--- config.mk ---
export PLATFORM = sky130hd
export DESIGN_NAME = sdvSerializer
export DESIGN_NICKNAME = d
export VERILOG_FILES = /design/src/rtl/sdv_pkg.sv /design/src/rtl/sdvCtrl.sv /design/src/rtl/sdvDatapath.sv /design/src/rtl/sdvSerializer.sv
export SDC_FILE = /design/constraint.sdc
export NUM_CORES = 1
export LEC_CHECK = 0
export BUFFER_PORTS_ARGS = -buffer_cell sky130_fd_sc_hd__buf_4
export CORE_MARGIN = 2
export CORE_UTILIZATION = 40
export DETAILED_ROUTE_END_ITERATION = 7
export PLACE_DENSITY = 0.6
export SYNTH_ARGS = -nofsm -noshare
export SYNTH_HDL_FRONTEND = slang
export SYNTH_HIERARCHICAL = 1
export SYNTH_SLANG_ARGS = --single-unit
--- constraint.sdc ---
create_clock -name clk -period 2.1 [get_ports clk]
set_input_delay 0.525 -clock clk [delete_from_list [all_inputs] [get_ports clk]]
set_output_delay 0.525 -clock clk [all_outputs]
set_load 0.005 [all_outputs]
--- src/rtl/sdv_pkg.sv ---
package sdv_pkg;
  // Strobes from control to datapath for one bit-clock cycle
  typedef struct packed {
    logic advance;  // emit one bit this cycle
    logic load;     // take a new word this cycle (implies advance)
  } sdvStrobes_t;
endpackage

--- src/rtl/sdvCtrl.sv ---
module sdvCtrl
  import sdv_pkg::*;
#(
  parameter int WORD_W = 10
) (
  input  logic        clk,
  input  logic        rstN,
  input  logic        locked,
  output sdvStrobes_t strobes,
  output logic        outEn
);
  localparam int CNT_W = (WORD_W > 1) ? $clog2(WORD_W) : 1;
  localparam logic [CNT_W-1:0] LAST_BIT = CNT_W'(WORD_W - 1);

  logic [CNT_W-1:0] bitCnt;
  logic             running;

  always_comb begin
    strobes.advance = locked && running;
    strobes.load    = locked && running && (bitCnt == '0);
  end

  always_ff @(posedge clk or negedge rstN) begin
    if (!rstN) begin
      bitCnt  <= '0;
      running <= 1'b0;
    end else begin
      running <= 1'b1;
      if (strobes.advance) begin
        if (bitCnt == LAST_BIT) bitCnt <= '0;
        else                    bitCnt <= bitCnt + 1'b1;
      end
    end
  end

  assign outEn = running;
endmodule

--- src/rtl/sdvDatapath.sv ---
module sdvDatapath
  import sdv_pkg::*;
#(
  parameter int WORD_W = 10,
  parameter int TAP_A  = 4,
  parameter int TAP_B  = 9
) (
  input  logic              clk,
  input  logic              rstN,
  input  sdvStrobes_t       strobes,
  input  logic [WORD_W-1:0] wordIn,
  output logic              serOut
);
  localparam int HIST_W = TAP_B;

  logic [WORD_W-1:0] shReg;
  logic [HIST_W-1:0] hist;   // hist[k] = scrambled bit k+1 bit-times ago
  logic              nrziQ;
  logic              dataBit;
  logic              scrBit;
  logic [WORD_W-1:0] shNext;

  always_comb begin
    if (strobes.load) begin
      dataBit = wordIn[0];
      shNext  = wordIn >> 1;
    end else begin
      dataBit = shReg[0];
      shNext  = shReg >> 1;
    end
    scrBit = dataBit ^ hist[TAP_A-1] ^ hist[TAP_B-1];
  end

  always_ff @(posedge clk or negedge rstN) begin
    if (!rstN) begin
      shReg <= '0;
      hist  <= '0;
      nrziQ <= 1'b0;
    end else if (strobes.advance) begin
      shReg <= shNext;
      hist  <= {hist[HIST_W-2:0], scrBit};
      nrziQ <= nrziQ ^ scrBit;
    end
  end

  assign serOut = nrziQ;
endmodule

--- src/rtl/sdvSerializer.sv ---
module sdvSerializer
  import sdv_pkg::*;
#(
  parameter int WORD_W = 10,
  parameter int TAP_A  = 4,
  parameter int TAP_B  = 9
) (
  input  logic              clk,
  input  logic              rstN,
  input  logic              locked,
  input  logic [WORD_W-1:0] wordIn,
  output logic              wordTick,
  output logic              serOut,
  output logic              serEn
);
  sdvStrobes_t strobes;

  sdvCtrl #(.WORD_W(WORD_W)) i_ctrl (
    .clk    (clk),
    .rstN   (rstN),
    .locked (locked),
    .strobes(strobes),
    .outEn  (serEn)
  );

  sdvDatapath #(.WORD_W(WORD_W), .TAP_A(TAP_A), .TAP_B(TAP_B)) i_dp (
    .clk    (clk),
    .rstN   (rstN),
    .strobes(strobes),
    .wordIn (wordIn),
    .serOut (serOut)
  );

  assign wordTick = strobes.load;
endmodule

==> reports/qor.csv, run 1 <==
stage;metric;value;unit
clocking;worst skew pair latency;300;ps
logic_synthesis;share of the synthesized area in the top cell type;57.8;%
setup_path;Critical-path top delay cell;dfrtp_1;
routing;via count;647;
timing;worst hold margin;95.0;ps
setup_path;critical path launch point;i_ctrl/bitCnt[1]$_DFFE_PN0P_;
pwr;Pleak;0.511;nW
min_path;HP Class;in2async;
logic_synthesis;Mapped Area;1040;um^2
setup_path;CP Max Fanout;7;
logic_synthesis;syn avg cell area;12.2;um^2
routing;Final ANT Viol Nets;0;
cells_and_area;Layout Area Growth over Synthesis;15.6;%
cells_and_area;commonest non-fill, non-tap cell in the layout;dfrtp_1;
run_status;outcome;complete, no violations;
global_routing;first-pass GRT wire length;2.71;mm
logic_synthesis;most area-consuming cells after synthesis;dfrtp_1 (58%), mux2i_1 (8.7%), mux2_2 (8.7%);
cells_and_area;most frequent cells in the layout;dfrtp_1 (24), buf_4 (17), mux2i_1 (9);
clocking;htree depth;1;
placement;area of placed instances;1180;um^2
flow_run;max-cap violations;0;
clocking;total CTS buffers;3;
logic_synthesis;yosys warns;6;
global_routing;largest net degree at the start of global routing;31;
logic_synthesis;syn nets;98;
cells_and_area;Ant. Diodes;0;
die;DIE WIDTH;55.0;um
timing;Tcrit/Tclk final;90.5;%
setup_path;kind of critical path;reg2out;
setup_path;R2R depth;6;
placement;post-detail-place hpwl;1.17;mm
placement;gpl congestion;0.624;
timing;Setup violations, final;0;
logic_synthesis;post-synthesis cell count;85;
logic_synthesis;cell taking the most area after synthesis;dfrtp_1;
die;die footprint;3020;um^2
routing;routed len/inst;12.7;um
clocking;CTS root buf;clkbuf_4;
setup_path;Critical Path Start Type;flip-flop;
global_routing;vias in the first global route;661;
die;num rows;18;
global_routing;total gr overflow;0;
timing;fin crit period;1900;ps
global_routing;initial antenna violation count;0;
setup_path;reg-to-reg slack, setup;470;ps
clocking;Clock Path Buffers;2;
routing;DR pass1 iterations;2;
placement;IO buf count;15;
timing;Final TNS setup;0;ps
setup_path;Crit path largest cell delay;470;ps
global_routing;GRT Util Overall;13.1;%
logic_synthesis;count of different cell masters after synthesis;25;
cells_and_area;Final Util;48.5;%
routing;DRC;0;
routing;vias per inst;4.94;
clocking;CTS clk-pin slew, worst paths;120;ps
setup_path;Arrival @ worst endpoint;1380;ps
timing;Clock Skew;3.95;ps
clocking;# clock sinks;24;
logic_synthesis;Post-synth EDFFs;0;
pwr;Pwr Density;1100;nW/um^2
timing;Slew Viols, Final;0;
logic_synthesis;Main synth FF type;dfrtp_1;
cells_and_area;final net count;116;
timing;slack of the critical path;200;ps
pwr;maximum VDD drop;0.000568;V
die;Top Ports;16;
clocking;CTS resizes;0;
setup_path;Crit. End Element;primary output;
logic_synthesis;sequential cell area fraction in the yosys report;57.8;%
placement;pre-CTS setup slack;431;ps
setup_path;FF-to-FF Start;i_ctrl/bitCnt[1]$_DFFE_PN0P_;
timing;Final Hold Viols;0;
routing;initial DRC count;1;
logic_synthesis;flops & latches, synth;24;
cells_and_area;share of cells above drive strength 1;29.7;%
cells_and_area;final instance area;1200;um^2
clocking;CTS Hold Bufs;0;
timing;Highest Clock Rate;0.526;GHz
clocking;CTS tree;built;
routing;final WL;1.66;mm
setup_path;worst-path cell chain;nor4_1, and2_1, buf_4;
setup_path;Critical Path End;wordTick;
setup_path;required time worst endpoint;1570;ps
setup_path;reg-to-reg endpoint;i_dp/serOut$_DFFE_PN0P_;
die;CORE AREA;2480;um^2
timing;RSZ-0062 raised after global routing;false;
die;die height;55.0;um
die;Initial Util;42.0;%
logic_synthesis;fraction of registers with async set/reset;100;%
clocking;Setup Fix Bufs, Post-CTS;0;
==> worst max-delay path: cells and delay by family (launching register included) <==
family | cells | cell delay, ps
DFF | 1 | 470
and+or+nand+nor | 2 | 480
buffers and inverters | 1 | 130
==> flip-flops by register name, indices dropped and copies added, names as in the netlist <==
register and flops:
i_ctrl/bitCnt 4, i_ctrl/outEn 1, i_dp/shReg 9, i_dp/serOut 1, i_dp/hist 9
==> where the power goes <==
group / leakage, nW / switching (W) / total [W] / internal [W]
registers: 0.277 / 0.000136 / 0.000773 / 0.000637
clock network: 0.0138 / 0.000123 / 0.000190 / 0.0000668
logic: 0.220 / 0.000137 / 0.000355 / 0.000218
total: 0.511 / 0.000397 / 0.00132 / 0.000922
==> per-layer routing <==
metal	global-route usage [%]	vias to the layer above	wire (um)
met2	23.4	8	829
met5	0	-	0
li1	-	324	-
met1	14.6	313	753
met3	2.42	2	61
met4	7.32	0	15
==> synthesized netlist by cell type (2+ instances only) <==
| master | count |
|---|---|
| dfrtp_1 | 24 |
| mux2i_1 | 9 |
| a21oi_1 | 8 |
| mux2_2 | 8 |
| nor2_1 | 8 |
| xnor2_1 | 3 |
| and2_1 | 2 |
| buf_2 | 2 |
| inv_1 | 2 |
| nand3_1 | 2 |
| o21ai_0 | 2 |
| xor2_1 | 2 |
==> cells by family (layout without fill, tap and decap cells) <==
kind of cell / after synthesis / in the layout / share of synthesized area, %
AO/OA/AOI/OAI: 13 / 13 / 7.46
XOR/XNOR: 5 / 5 / 4.21
multiplexers: 17 / 17 / 17.3
AND/OR/NAND/NOR: 19 / 19 / 9.75
flip-flops: 24 / 24 / 57.8
buffers and inverters: 6 / 22 / 3.13
other: 1 / 1 / 0.361
==> stage by stage <==
step	cells	power, W
2_1_floorplan	85	0.00103
3_3_place_gp	128	0.00112
5_1_grt	131	0.00142
3_5_place_dp	128	0.00115
4_1_cts	131	0.00134
6_report	131	0.00132
==> area by class of cell <==
class	instances	area, um^2
Fill cell	250	1270
Clock buffer	3	22.5
Multi-Input combinational cell	55	407
Tap cell	30	37.5
Timing Repair Buffer	17	128
Inverter	2	7.51
Sequential cell	24	601
==> worst min-delay path by stage <==
stage	startpoint	end	slack (ps)	cells past startpoint
CTS	rstN	i_dp/shReg[8]$_DFFE_PN0P_	90	1
global route	rstN	i_dp/shReg[8]$_DFFE_PN0P_	80	1
floorplan	rstN	i_ctrl/bitCnt[0]$_DFFE_PN0P_	230	0
finish	rstN	i_dp/shReg[8]$_DFFE_PN0P_	90	1
global placement	rstN	i_dp/shReg[7]$_DFFE_PN0P_	440	1
detailed placement	rstN	i_dp/shReg[8]$_DFFE_PN0P_	440	1
Note: power is estimated with default switching activity, not from simulation.
==> run 2, diff against run 1 <==
--- a/config.mk
+++ b/config.mk
@@ -6,10 +6,12 @@
 export NUM_CORES = 1
 export LEC_CHECK = 0
 export BUFFER_PORTS_ARGS = -buffer_cell sky130_fd_sc_hd__buf_4
+export CELL_PAD_IN_SITES_DETAIL_PLACEMENT = 0
+export CELL_PAD_IN_SITES_GLOBAL_PLACEMENT = 2
 export CORE_MARGIN = 2
-export CORE_UTILIZATION = 40
+export CORE_UTILIZATION = 36
 export DETAILED_ROUTE_END_ITERATION = 7
-export PLACE_DENSITY = 0.6
+export PLACE_DENSITY = 0.76
 export SYNTH_ARGS = -nofsm -noshare
 export SYNTH_HDL_FRONTEND = slang
 export SYNTH_HIERARCHICAL = 1
==> constraint.sdc (replaced) <==
create_clock -name clk -period 1.9 [get_ports clk]
set_input_delay 0.475 -clock clk [delete_from_list [all_inputs] [get_ports clk]]
set_output_delay 0.475 -clock clk [all_outputs]
set_load 0.005 [all_outputs]
==> run 2 against run 1 <==
Critical path type unchanged. Design area increased by 4.0%. Sequential power increased by 9.1%. Clock skew increased by 3.6 ps. Worst hold slack got worse by 62 ps. Flip-flop and latch count unchanged. Routed wire length increased by 0.66%. Clock power increased by 92%. Sequential share of layout area decreased by 1.9 points. Cell count increased by 2.3%. Power increased by 24%. Setup slack got worse by 120 ps.
==> reports/qor.csv, run 2 (synthesis gave the netlist of run 1 again) <==
stage;metric;value;unit
die;Initial Util;37.7;%
placement;area of placed instances;1190;um^2
setup_path;Crit path largest cell delay;460;ps
routing;initial DRC count;7;
timing;Highest Clock Rate;0.549;GHz
cells_and_area;Non-Filler Instances;134;
die;die footprint;3330;um^2
setup_path;FF-to-FF Start;i_ctrl/bitCnt[0]$_DFFE_PN0P_;
clocking;CTS root buf;clkbuf_4;
cells_and_area;commonest non-fill, non-tap cell in the layout;dfrtp_1;
cells_and_area;final instance area;1250;um^2
routing;final WL;1.67;mm
cells_and_area;footprint of the multi-input gates;415;um^2
setup_path;CP Max Fanout;4;
setup_path;Critical Path Start Type;flip-flop;
die;CORE AREA;2760;um^2
cells_and_area;share of cells above drive strength 1;33.0;%
clocking;CTS tree;built;
die;num rows;19;
run_status;outcome;complete, no violations;
routing;DRC;0;
setup_path;R2R depth;6;
global_routing;initial antenna violation count;0;
timing;fin crit period;1820;ps
cells_and_area;Layout Area Growth over Synthesis;20.2;%
cells_and_area;Ant. Diodes;0;
setup_path;Critical-path top delay cell;dfrtp_1;
global_routing;vias in the first global route;692;
pwr;maximum VDD drop;0.000700;V
clocking;worst skew pair latency;310;ps
global_routing;largest net degree at the start of global routing;31;
setup_path;worst-path cell chain;nor4_2, and2_4, buf_4;
setup_path;Crit. End Element;primary output;
flow_run;max-cap violations;0;
setup_path;reg-to-reg endpoint;i_dp/serOut$_DFFE_PN0P_;
routing;vias per inst;4.94;
routing;via count;662;
clocking;CTS clk-pin slew, worst paths;140;ps
clocking;total CTS buffers;3;
die;Top Ports;16;
placement;post-detail-place hpwl;1.20;mm
timing;Tcrit/Tclk final;95.9;%
setup_path;Arrival @ worst endpoint;1350;ps
pwr;Pleak;0.532;nW
cells_and_area;Regs by FF count;i_dp/hist x9, i_dp/shReg x9, i_ctrl/bitCnt x4;
global_routing;total gr overflow;0;
cells_and_area;Filler cells;269;
placement;Placed Instances;130;
setup_path;kind of critical path;reg2out;
cells_and_area;sequential cell area;601;um^2
cells_and_area;final net count;117;
pwr;Pwr Density;1310;nW/um^2
die;die height;57.7;um
routing;DR pass1 iterations;4;
setup_path;reg-to-reg slack, setup;300;ps
clocking;htree depth;1;
clocking;# clock sinks;24;
placement;gpl congestion;0.670;
setup_path;required time worst endpoint;1420;ps
timing;Clock Skew;7.54;ps
placement;IO buf count;15;
timing;Slew Viols, Final;0;
cells_and_area;most frequent cells in the layout;dfrtp_1 (24), buf_4 (18), mux2i_1 (9);
timing;Setup violations, final;0;
die;DIE WIDTH;57.7;um
routing;routed len/inst;12.5;um
clocking;Clock Path Buffers;2;
routing;Final ANT Viol Nets;0;
global_routing;GRT Util Overall;11.4;%
timing;Final Hold Viols;0;
clocking;Setup Fix Bufs, Post-CTS;0;
global_routing;first-pass GRT wire length;2.93;mm
min_path;HP Class;in2async;
[run 2: final cells by class]
type                       count  share of cell area, %
sequential                    24                   48.0
multi-input combinational     55                   33.2
timing repair buffer          18                   10.8
tap                           31                   3.10
clock inverter                 1                   2.40
clock buffer                   3                   1.80
inverter                       2                  0.601
[run 2: worst max-delay path by stage]
stage                                             from  cells past startpoint  slack, ps                      end
after global routing      i_ctrl/bitCnt[0]$_DFFE_PN0P_                      3       -0.2                 wordTick
final                     i_ctrl/bitCnt[0]$_DFFE_PN0P_                      3         80                 wordTick
after floorplan           i_ctrl/bitCnt[1]$_DFFE_PN0P_                      7        230  i_dp/serOut$_DFFE_PN0P_
after global placement    i_ctrl/bitCnt[0]$_DFFE_PN0P_                      6        310  i_dp/serOut$_DFFE_PN0P_
after detailed placement  i_ctrl/bitCnt[0]$_DFFE_PN0P_                      6        260  i_dp/serOut$_DFFE_PN0P_
after CTS                 i_ctrl/bitCnt[0]$_DFFE_PN0P_                      3        0.3                 wordTick
[run 2: worst max-delay path, delay by kind of cell, from the launching register on]
kind,cells,cell delay (ps)
AND/OR/NAND/NOR,2,460
flip-flops,1,460
buffers and inverters,1,110
[run 2: timing repair]
item,in CTS,in global routing
endpoints found under the setup margin,0,1
hold buffers,0,0
gates resized for setup,0,2
[run 2: where the power goes]
group          switching (W)  leakage (nW)  total, W  internal, W
combinational       0.000169         0.227  0.000425     0.000256
sequential          0.000139         0.277  0.000843     0.000704
clock               0.000152        0.0279  0.000365     0.000213
total               0.000459         0.532   0.00163      0.00117
[run 2: metrics by stage]
step	util, %	setup TNS (ps)	total power [W]	setup slack (ps)	hold slack [ps]
after floorplan	-	0	0.00114	232	179
after detailed placement	43.1	0	0.00128	264	390
after global routing	45.3	-0.248	0.00176	-0.248	18.9
after global placement	43.1	0	0.00126	308	391
final	45.3	0	0.00163	77.6	33.1
after CTS	45.0	0	0.00165	0.298	34.9
[run 2: metal layers]
layer / routed length [um] / share of wire [%] / global-route usage (%) / up-vias
met1: 744 / 45 / 14.2 / 319
met5: 0 / 0 / 0 / -
li1: - / - / - / 328
met2: 805 / 48 / 18.3 / 13
met4: 16 / 0.96 / 5.98 / 0
met3: 105 / 6.3 / 2.68 / 2
